**src/rtl/xss_pkg.sv**
```systemverilog
package xss_pkg;
  localparam int NCOMP   = 6;
  localparam int HW      = 64;
  localparam int HDR_OFF = 512;

  typedef enum logic [1:0] {
    XM_STORE = 2'b00,
    XM_LOAD  = 2'b01,
    XM_INIT  = 2'b10
  } xmode_e;

  // byte offset of each component slot inside the area
  function automatic int unsigned comp_offset(input int unsigned idx);
    case (idx)
      0:       return 0;
      1:       return 160;
      2:       return 576;
      3:       return 1088;
      4:       return 1152;
      5:       return 1664;
      default: return 0;
    endcase
  endfunction
endpackage

```
**src/rtl/xss_pick.sv**
```systemverilog
module xss_pick #(
  parameter int N  = 6,
  parameter int CW = 3
) (
  input  logic [N-1:0]  set_i,
  input  logic [CW-1:0] from_i,
  output logic          found_o,
  output logic [CW-1:0] idx_o
);
  // lowest set bit at or above from_i
  always_comb begin
    found_o = 1'b0;
    idx_o   = '0;
    for (int i = N - 1; i >= 0; i--) begin
      if (set_i[i] && (CW'(i) >= from_i)) begin
        found_o = 1'b1;
        idx_o   = CW'(i);
      end
    end
  end
endmodule

```
**src/rtl/xss_hdr_chk.sv**
```systemverilog
module xss_hdr_chk
  import xss_pkg::*;
#(
  parameter int N = 6
) (
  input  logic [HW-1:0] hdr_i,
  input  logic [N-1:0]  en_i,
  output logic          bad_o
);
  logic [31:0] allowed;
  assign allowed = {{(32-N){1'b0}}, en_i};
  assign bad_o   = (|hdr_i[63:32]) | (|(hdr_i[31:0] & ~allowed));
endmodule

```
**src/rtl/xss_addr.sv**
```systemverilog
module xss_addr
  import xss_pkg::*;
#(
  parameter int AW = 32,
  parameter int CW = 3
) (
  input  logic [AW-1:0] base_i,
  input  logic [AW-1:0] mask_i,
  input  logic          is_hdr_i,
  input  logic [1:0]    hword_i,
  input  logic [CW-1:0] idx_i,
  output logic [AW-1:0] addr_o
);
  logic [AW-1:0] off;
  always_comb begin
    if (is_hdr_i) off = AW'(HDR_OFF + 8 * int'(hword_i));
    else          off = AW'(comp_offset(32'(idx_i)));
  end
  assign addr_o = (base_i + off) & mask_i;
endmodule

```
**src/rtl/xss_seq.sv**
```systemverilog
module xss_seq
  import xss_pkg::*;
#(
  parameter int AW = 32
) (
  input  logic             clk,
  input  logic             rst,
  input  logic             start_i,
  input  logic             restore_i,
  input  logic [AW-1:0]    base_i,
  input  logic [AW-1:0]    amask_i,
  input  logic [NCOMP-1:0] en_i,
  input  logic [NCOMP-1:0] req_i,
  output logic             mem_req_o,
  output logic             mem_we_o,
  output logic [AW-1:0]    mem_addr_o,
  output logic [HW-1:0]    mem_wdata_o,
  input  logic             mem_ack_i,
  input  logic [HW-1:0]    mem_rdata_i,
  output logic [NCOMP-1:0] comp_start_o,
  output logic [1:0]       comp_mode_o,
  output logic [AW-1:0]    comp_addr_o,
  input  logic             comp_done_i,
  output logic             busy_o,
  output logic             done_o,
  output logic             fault_o
);
  localparam int CW = $clog2(NCOMP + 1);

  typedef enum logic [2:0] {
    ST_IDLE, ST_HRD0, ST_HRD1, ST_HRD2, ST_CHECK, ST_PICK, ST_WAIT, ST_HWR
  } st_e;

  st_e              st_q;
  logic             restore_q;
  logic [AW-1:0]    base_q, amask_q;
  logic [NCOMP-1:0] set_q, en_q;
  logic [HW-1:0]    hdr_q;
  logic [CW-1:0]    cur_q;

  logic [AW-1:0]    base_use, mask_use, hdr_addr, cmp_addr;
  logic [1:0]       hword;
  logic             pick_found, hdr_bad;
  logic [CW-1:0]    pick_idx;

  assign base_use = (st_q == ST_IDLE) ? base_i  : base_q;
  assign mask_use = (st_q == ST_IDLE) ? amask_i : amask_q;
  assign busy_o   = (st_q != ST_IDLE);

  // header word to address next: 512 on entry and write-back, then 520, 528
  always_comb begin
    case (st_q)
      ST_HRD0: hword = 2'd1;
      ST_HRD1: hword = 2'd2;
      default: hword = 2'd0;
    endcase
  end

  xss_addr #(.AW(AW), .CW(CW)) u_hadr (
    .base_i(base_use), .mask_i(mask_use), .is_hdr_i(1'b1),
    .hword_i(hword), .idx_i({CW{1'b0}}), .addr_o(hdr_addr)
  );

  xss_addr #(.AW(AW), .CW(CW)) u_cadr (
    .base_i(base_use), .mask_i(mask_use), .is_hdr_i(1'b0),
    .hword_i(2'b00), .idx_i(pick_idx), .addr_o(cmp_addr)
  );

  xss_pick #(.N(NCOMP), .CW(CW)) u_pick (
    .set_i(set_q), .from_i(cur_q), .found_o(pick_found), .idx_o(pick_idx)
  );

  xss_hdr_chk #(.N(NCOMP)) u_chk (
    .hdr_i(hdr_q), .en_i(en_q), .bad_o(hdr_bad)
  );

  always_ff @(posedge clk) begin
    if (rst) begin
      st_q         <= ST_IDLE;
      restore_q    <= 1'b0;
      base_q       <= '0;
      amask_q      <= '0;
      set_q        <= '0;
      en_q         <= '0;
      hdr_q        <= '0;
      cur_q        <= '0;
      mem_req_o    <= 1'b0;
      mem_we_o     <= 1'b0;
      mem_addr_o   <= '0;
      mem_wdata_o  <= '0;
      comp_start_o <= '0;
      comp_mode_o  <= XM_STORE;
      comp_addr_o  <= '0;
      done_o       <= 1'b0;
      fault_o      <= 1'b0;
    end else begin
      done_o       <= 1'b0;
      fault_o      <= 1'b0;
      comp_start_o <= '0;
      case (st_q)
        ST_IDLE: if (start_i) begin
          restore_q  <= restore_i;
          base_q     <= base_i;
          amask_q    <= amask_i;
          set_q      <= en_i & req_i;
          en_q       <= en_i;
          cur_q      <= '0;
          mem_req_o  <= 1'b1;
          mem_we_o   <= 1'b0;
          mem_addr_o <= hdr_addr;
          st_q       <= ST_HRD0;
        end
        ST_HRD0: if (mem_ack_i) begin
          hdr_q <= mem_rdata_i;
          if (restore_q) begin
            mem_addr_o <= hdr_addr;
            st_q       <= ST_HRD1;
          end else begin
            mem_req_o <= 1'b0;
            st_q      <= ST_PICK;
          end
        end
        ST_HRD1: if (mem_ack_i) begin
          mem_addr_o <= hdr_addr;
          st_q       <= ST_HRD2;
        end
        ST_HRD2: if (mem_ack_i) begin
          mem_req_o <= 1'b0;
          st_q      <= ST_CHECK;
        end
        ST_CHECK: begin
          if (hdr_bad) begin
            fault_o <= 1'b1;
            st_q    <= ST_IDLE;
          end else begin
            st_q <= ST_PICK;
          end
        end
        ST_PICK: begin
          if (pick_found) begin
            cur_q        <= pick_idx;
            comp_start_o <= NCOMP'(1) << pick_idx;
            comp_addr_o  <= cmp_addr;
            if (!restore_q)          comp_mode_o <= XM_STORE;
            else if (hdr_q[pick_idx]) comp_mode_o <= XM_LOAD;
            else                     comp_mode_o <= XM_INIT;
            st_q <= ST_WAIT;
          end else if (!restore_q) begin
            mem_req_o   <= 1'b1;
            mem_we_o    <= 1'b1;
            mem_addr_o  <= hdr_addr;
            mem_wdata_o <= hdr_q;
            st_q        <= ST_HWR;
          end else begin
            done_o <= 1'b1;
            st_q   <= ST_IDLE;
          end
        end
        ST_WAIT: if (comp_done_i) begin
          if (!restore_q) hdr_q[cur_q] <= 1'b1;
          cur_q <= cur_q + CW'(1);
          st_q  <= ST_PICK;
        end
        ST_HWR: if (mem_ack_i) begin
          mem_req_o <= 1'b0;
          mem_we_o  <= 1'b0;
          done_o    <= 1'b1;
          st_q      <= ST_IDLE;
        end
        default: st_q <= ST_IDLE;
      endcase
    end
  end
endmodule

```
**config.mk**
```make
export PLATFORM = sky130hd
export DESIGN_NAME = xss_seq
export DESIGN_NICKNAME = d
export VERILOG_FILES = /design/src/rtl/xss_pkg.sv /design/src/rtl/xss_pick.sv /design/src/rtl/xss_hdr_chk.sv /design/src/rtl/xss_addr.sv /design/src/rtl/xss_seq.sv
export SDC_FILE = /design/constraint.sdc
export NUM_CORES = 1
export LEC_CHECK = 0
export ABC_CLOCK_PERIOD_IN_PS = 5700
export BUFFER_PORTS_ARGS = -buffer_cell sky130_fd_sc_hd__buf_4
export CAP_MARGIN = 20
export CELL_PAD_IN_SITES_DETAIL_PLACEMENT = 1
export CELL_PAD_IN_SITES_GLOBAL_PLACEMENT = 2
export CORE_MARGIN = 1
export CORE_UTILIZATION = 31
export CTS_CLUSTER_SIZE = 28
export DETAILED_ROUTE_END_ITERATION = 6
export PLACE_DENSITY_LB_ADDON = 0.1
export SKIP_CTS_REPAIR_TIMING = 1
export SYNTH_ARGS = -nofsm -noshare
export SYNTH_HDL_FRONTEND = slang
export SYNTH_SLANG_ARGS = --single-unit
```
**constraint.sdc**
```tcl
create_clock -name clk -period 5.7 [get_ports clk]
set_input_delay 0.285 -clock clk [delete_from_list [all_inputs] [get_ports clk]]
set_output_delay 0.285 -clock clk [all_outputs]
set_load 0.01 [all_outputs]
```
# --- Word level (Yosys, flattened, before mapping) ---
# Cells that the tools add are included.
# W data, S select, Z words.
word_totals:
  register_bits: 287
  word_cells: 157
  out_inout_bits: 141
op_classes:
  n_bitwise: 11
  reduce_logical: 28
  n_eq_ne: 25
  add_sub_neg: 4
  shifts: 1
  order_cmp: 9
  n_mux: 62
op_table:
  columns: ["operator", "n"]
  rows:
  - ["$mux W32", 8]
  - ["$mux W64", 3]
  - ["$pmux W32 S4", 1]
  - ["$pmux W64 S2", 1]
  - ["$and A32 B32 Y32", 3]
  - ["$or A64 B8 Y64", 1]
  - ["$reduce_or A32 Y1", 2]
  - ["$mux W3", 19]
  - ["$pmux W11 S5", 1]
  - ["$add A32 B11 Y32", 1]
  - ["$add A32 B32 Y32", 1]
  - ["$not A6 Y32", 1]
  - ["$ne A2 B2 Y1 const B", 12]
  - ["$pmux W3 S8", 1]
  - ["$mux W1", 19]
  - ["$eq A3 B3 Y1 const B", 6]
  - ["$lt A3 B7 Y1 const B", 2]
  - ["$reduce_and A7 Y1", 2]
  - ["$eq A3 B2 Y1 const B", 4]
  - ["$add A10 B5 Y11 const A", 1]
  - ["$pmux W3 S3", 1]
  - ["$reduce_bool A3 Y1", 3]
  - ["$reduce_and A4 Y1", 2]
  - ["$reduce_bool A4 Y1", 2]
  - ["other kinds (27)", 43]

# --- Logic depth before layout (Yosys ltp) ---
logic_depth:
  word_depth: 12
  depth_mapped: 19
  depth_no_buf: 16

# --- Cells and area by module ---
# From an unflattened synthesis, not the netlist that was laid out.
hier_totals:
  hier_cells: 1797
  hier_area_um2: 14241.2
modules_own_cells:
  columns: ["module", "area_per_inst_um2", "cells_each", "n_inst"]
  rows:
  - ["xss_seq", 11556.1, 1392, 1]
  - ["xss_addr (u_cadr)", 1197.4, 180, 1]
  - ["xss_addr (u_hadr)", 1167.4, 173, 1]
  - ["xss_hdr_chk", 176.4, 30, 1]
  - ["xss_pick", 143.9, 22, 1]

# --- Worst setup path before layout ---
# No wires, ideal clock.
synth_path:
  kind: "flip-flop to flip-flop"
  from: "reg cur_q[1]"
  to: "reg comp_addr_o[19]"
  required_ps: 5583
  setup_ps: 117
  path_stages_with_launch: 20
  arrival_ps: 3917
  period_less_slack_ps: 4034
  slack_ps: 1666
  cell_sequence: "dfxtp_1 -> clkbuf_1 -> inv_1 -> ha_1 -> and2_1 -> nor3_1 -> and2_1 -> clkbuf_1 -> inv_1 -> ha_1 -> inv_1 -> a21o_1 -> ha_1 -> nor2b_1 -> nor2_1 -> o31a_1 -> clkbuf_1 -> nor4_2 -> xnor2_1 -> a32o_1"
synth_between:
  elab_chain_cells: 12
synth_lines:
  columns: ["element", "line", "source"]
  rows:
  - ["start, declared", "xss_seq.sv:39", "logic [CW-1:0] cur_q;"]
  - ["start signal, assigned", "xss_seq.sv:141", "cur_q <= pick_idx;"]
  - ["start signal, assigned", "xss_seq.sv:161", "cur_q <= cur_q + CW'(1);"]
  - ["$ge A3 B3 Y1", "xss_pick.sv:15", "if (set_i[i] && (CW'(i) >= from_i)) begin"]
  - ["$logic_and A1 B1 Y1", "xss_pick.sv:15", null]
  - ["$mux W3 (6 in a row)", "xss_pick.sv:15", null]
  - ["$eq A3 B3 Y1, or another cell as far along", "xss_pkg.sv:14", "case (idx)"]
  - ["$pmux W11 S5", "xss_pkg.sv:14", null]
  - ["$add A32 B11 Y32", "xss_addr.sv:19", "assign addr_o = (base_i + off) & mask_i;"]
  - ["$and A32 B32 Y32", "xss_addr.sv:19", null]
  - ["end signal, assigned", "xss_seq.sv:143", "comp_addr_o <= cmp_addr;"]
  - ["end, declared", "xss_seq.sv:22", "output logic [AW-1:0] comp_addr_o,"]
# Several ways; a longest one is shown, not always the timed one.
# A chain may end at the register's enable or synchronous reset.

# --- Final worst setup path ---
layout_path:
  from: "reg cur_q[1]"
  to: "reg comp_addr_o[18]"
# Same word-level chain as after synthesis.

==> run_results.csv <==
group,metric,value,unit
power,vdd_drop_max,0.200,mV
timing,clock_skew,16.8,ps
layout,final_cell_mix,"503 x nand2_1, 305 x buf_4, 287 x dfxtp_1",
grt,grt_max_degree,92,
critical_path,path_cells,"inv_1 -> ha_1 -> and2_1 -> o31a_1 -> nor3_1 -> inv_2 -> ha_1 -> ha_1 -> a21o_1 -> a21oi_1 -> o31a_1 -> nor3_1 -> xnor2_1 -> a32o_1",
synth,ys_seq_area_share,44.8,%
grt,overflow,0,
clocking,root_buffer,"clkbuf_16",
critical_path,rr_worst_depth,14,
min_path,min_path_type,"input pin to flip-flop",
drt,drtPass1Iterations,4,
layout,syn_to_final_growth,31.5,%
drt,drc_errors,0,
critical_path,critPathMaxFanout,16,
drt,drt-total-wl,49.8,mm
layout,nNetsFinal,2070,
synth,synth-edff-count,0,
critical_path,crit_required,6140,ps
critical_path,cp_slowest_cell,"dfxtp_1",
critical_path,timing.rr.start,"cur_q[1]",
synth,netlist_area,12800,sq um
drt,ant_nets,0,
clocking,cts_tree,"yes",
timing,max_freq,0.211,GHz
critical_path,reg2reg_setup_slack,960,ps
timing,slew_violations,0,
clocking,numCtsBuffers,36,
timing,rsz0062_at_grt,"false",
placed_design,dp_slack,1030,ps
synth,async_flop_share,0,%
critical_path,arrival,5190,ps
grt,grt.total_usage,23.2,%
die,rows,74,
critical_path,max_stage_delay,630,ps
clocking,insertion_delay,550,ps
synth,synth-seq-cells,287,
placed_design,dp_hpwl,35.6,mm
min_path,hold_end,"hdr_q[34]",
layout,final_common_cell,"nand2_1",
outcome,status,"complete, but fails checks",
clocking,h-tree-depth,2,
drt,drt-initial-drc-count,613,
grt,grt_pass1_wl,75.6,mm
critical_path,crit_buf_inv,2,
timing,setup-violations-final,0,
min_path,hp-start,"mem_rdata_i[34]",
layout,instances_no_fill,2466,
timing,worst_hold_slack,-12.6,ps
die,die_w,205,um
critical_path,critPathLaunch,"cur_q[1]",
timing,tightest_slew,1080,ps
grt,grt_pass1_vias,12800,
power,pwr_density_cell,328,nW/um^2
placed_design,portBuffers,286,
timing,max_slew_margin,27.6,%
timing,fin_crit,4740,ps
die,initial_core_util,31.4,%
timing,setup_slack,956,ps
min_path,hold_depth,3,
synth,ys_types,77,
placed_design,gp_congestion,0.819,
critical_path,critPathLaunchType,"flip-flop",
synth,syn_inst,1652,
synth,avgSynthCellArea,7.76,sq um
synth,synth_ff_type,"dfxtp_1",
synth,ys_warn_count,0,
die,dieArea,42200,sq um
die,core,40800,sq um
layout,n_antenna_cell,0,
placed_design,place_inst,2384,
drt,viasPerCell,5.20,
clocking,path_clk_slew,60,ps
layout,drive_above_1_share,20.5,%
critical_path,path_common_cell,"ha_1",
critical_path,cp_top_family,"compound AO/OA/AOI/OAI gates",
clocking,clockBufferDepth,3,
critical_path,critical_path_class,"flip-flop to flip-flop",
drt,post_drt_wl_per_cell,20.2,um
job,cap_violations,0,
drt,vias,12800,
outcome,violations,"negative hold slack",
power,power_leakage,6.61,nW
critical_path,rr_endpoint,"comp_addr_o[18]",
die,die_h,205,um
critical_path,cp-end-kind,"flip-flop",
synth,syn_nets,1812,
timing,fin_crit_sh,83.2,%
timing,final.setup.tns,0,ps
timing,hold_viol,14,
die,ios,287,
clocking,clkSinkCount,287,
grt,antenna_found_initial,1,
==> cell families (layout without fill, tap and decap cells) <==
| kind of cell | after synthesis | in the layout | synth area share, % |
|---|---|---|---|
| buf+inv | 135 | 417 | 4.10 |
| compound gates | 402 | 402 | 19.4 |
| fa+ha+maj | 14 | 14 | 1.48 |
| mux | 34 | 34 | 2.70 |
| flops | 287 | 287 | 44.8 |
| xor+xnor | 42 | 42 | 2.87 |
| simple gates | 738 | 738 | 24.7 |
==> power breakdown <==
group	internal, W	leakage (nW)	switching, W
Sequential	0.00210	2.33	0.0000853
Combinational	0.000335	3.67	0.000580
Clock	0.00149	0.604	0.000936
==> per-stage QoR <==
| step | power [W] | cell area [sq um] | utilization, % | hold slack (ps) |
|---|---|---|---|---|
| after floorplan | 0.00276 | 12800 | - | 421 |
| after global placement | 0.00312 | 15400 | 37.8 | 440 |
| after detailed placement | 0.00314 | 15400 | 37.8 | 447 |
| after CTS | 0.00559 | 16700 | 40.8 | -40.5 |
| after global routing | 0.00576 | 16900 | 41.3 | 0.0472 |
| final | 0.00553 | 16900 | 41.3 | -12.6 |
==> per-layer routing <==
layer / global-route usage [%] / vias to the layer above / share of wire [%]
li1: - / 6222 / -
met2: 35.5 / 280 / 44
met3: 5.08 / 71 / 5.8
met4: 7.17 / 2 / 2.4
met1: 32.4 / 6238 / 48
met5: 0 / - / 0.026
==> sequential cells by signal, indices dropped and copies added (netlist names), 3 cells and up <==
signal / flops
st_q: 3
base_q: 32
amask_q: 32
set_q: 6
en_q: 6
comp_addr_o: 32
cur_q: 3
hdr_q: 64
mem_addr_o: 32
mem_wdata_o: 64
comp_start_o: 6
==> Yosys cell counts (3+ instances only) <==
| cell type | count | area [sq um] |
|---|---|---|
| o21bai_1 | 3 | 22.5 |
| a21o_1 | 3 | 22.5 |
| buf_2 | 9 | 45.0 |
| and3_1 | 14 | 87.6 |
| nand2_1 | 504 | 1890 |
| nor2b_1 | 5 | 31.3 |
| a32o_1 | 33 | 330 |
| o221ai_1 | 3 | 26.3 |
| dfxtp_1 | 287 | 5750 |
| o211ai_1 | 5 | 37.5 |
| a211oi_1 | 11 | 82.6 |
| nor2_1 | 65 | 244 |
| xnor2_1 | 32 | 280 |
| or3_1 | 9 | 56.3 |
| o21ai_1 | 3 | 15.0 |
| xor2_1 | 10 | 87.6 |
| buf_1 | 8 | 30.0 |
| o2111ai_1 | 3 | 26.3 |
| and4_1 | 3 | 26.3 |
| a221oi_1 | 3 | 26.3 |
| a21oi_1 | 248 | 1240 |
| a31oi_1 | 12 | 75.1 |
| o21ai_0 | 18 | 90.1 |
| ha_1 | 12 | 150 |
| inv_1 | 25 | 93.8 |
| nand2b_1 | 7 | 43.8 |
| o21a_1 | 6 | 45.0 |
| a31o_2 | 3 | 26.3 |
| nand4_1 | 14 | 87.6 |
| nand3_1 | 38 | 190 |
| and2_1 | 5 | 31.3 |
| o31a_1 | 3 | 26.3 |
| clkbuf_1 | 88 | 330 |
| a311oi_1 | 6 | 52.6 |
| mux2_2 | 5 | 56.3 |
| nor4_1 | 21 | 131 |
| mux2i_1 | 29 | 290 |
| o31ai_1 | 10 | 75.1 |
| nor3_1 | 36 | 180 |
| nand3b_1 | 3 | 22.5 |
==> cell type report <==
type	count	area, sq um
tap	532	666
fill	4917	24000
multi-input combinational	1230	6610
clock inverter	15	215
inverter	28	105
sequential	287	5750
timing repair buffer	327	2510
clock buffer	47	1020
==> how the worst max path moves through the flow <==
stage / to / cells after the start
3_3_place_gp: comp_addr_o[26] / 14
3_5_place_dp: comp_addr_o[26] / 14
2_1_floorplan: comp_addr_o[19] / 19
4_1_cts: comp_addr_o[18] / 14
5_1_grt: comp_addr_o[29] / 15
6_report: comp_addr_o[18] / 14
==> worst register-to-register path: cells and delay by family, from the launching register on <==
family / cells / cell delay (ps)
AO/OA/AOI/OAI: 5 / 1700
AND/OR/NAND/NOR: 3 / 920
adder cells (fa/ha/maj): 3 / 870
flip-flops: 1 / 630
buffers and inverters: 2 / 350
XOR/XNOR: 1 / 170
(Power assumes the default switching activity.)
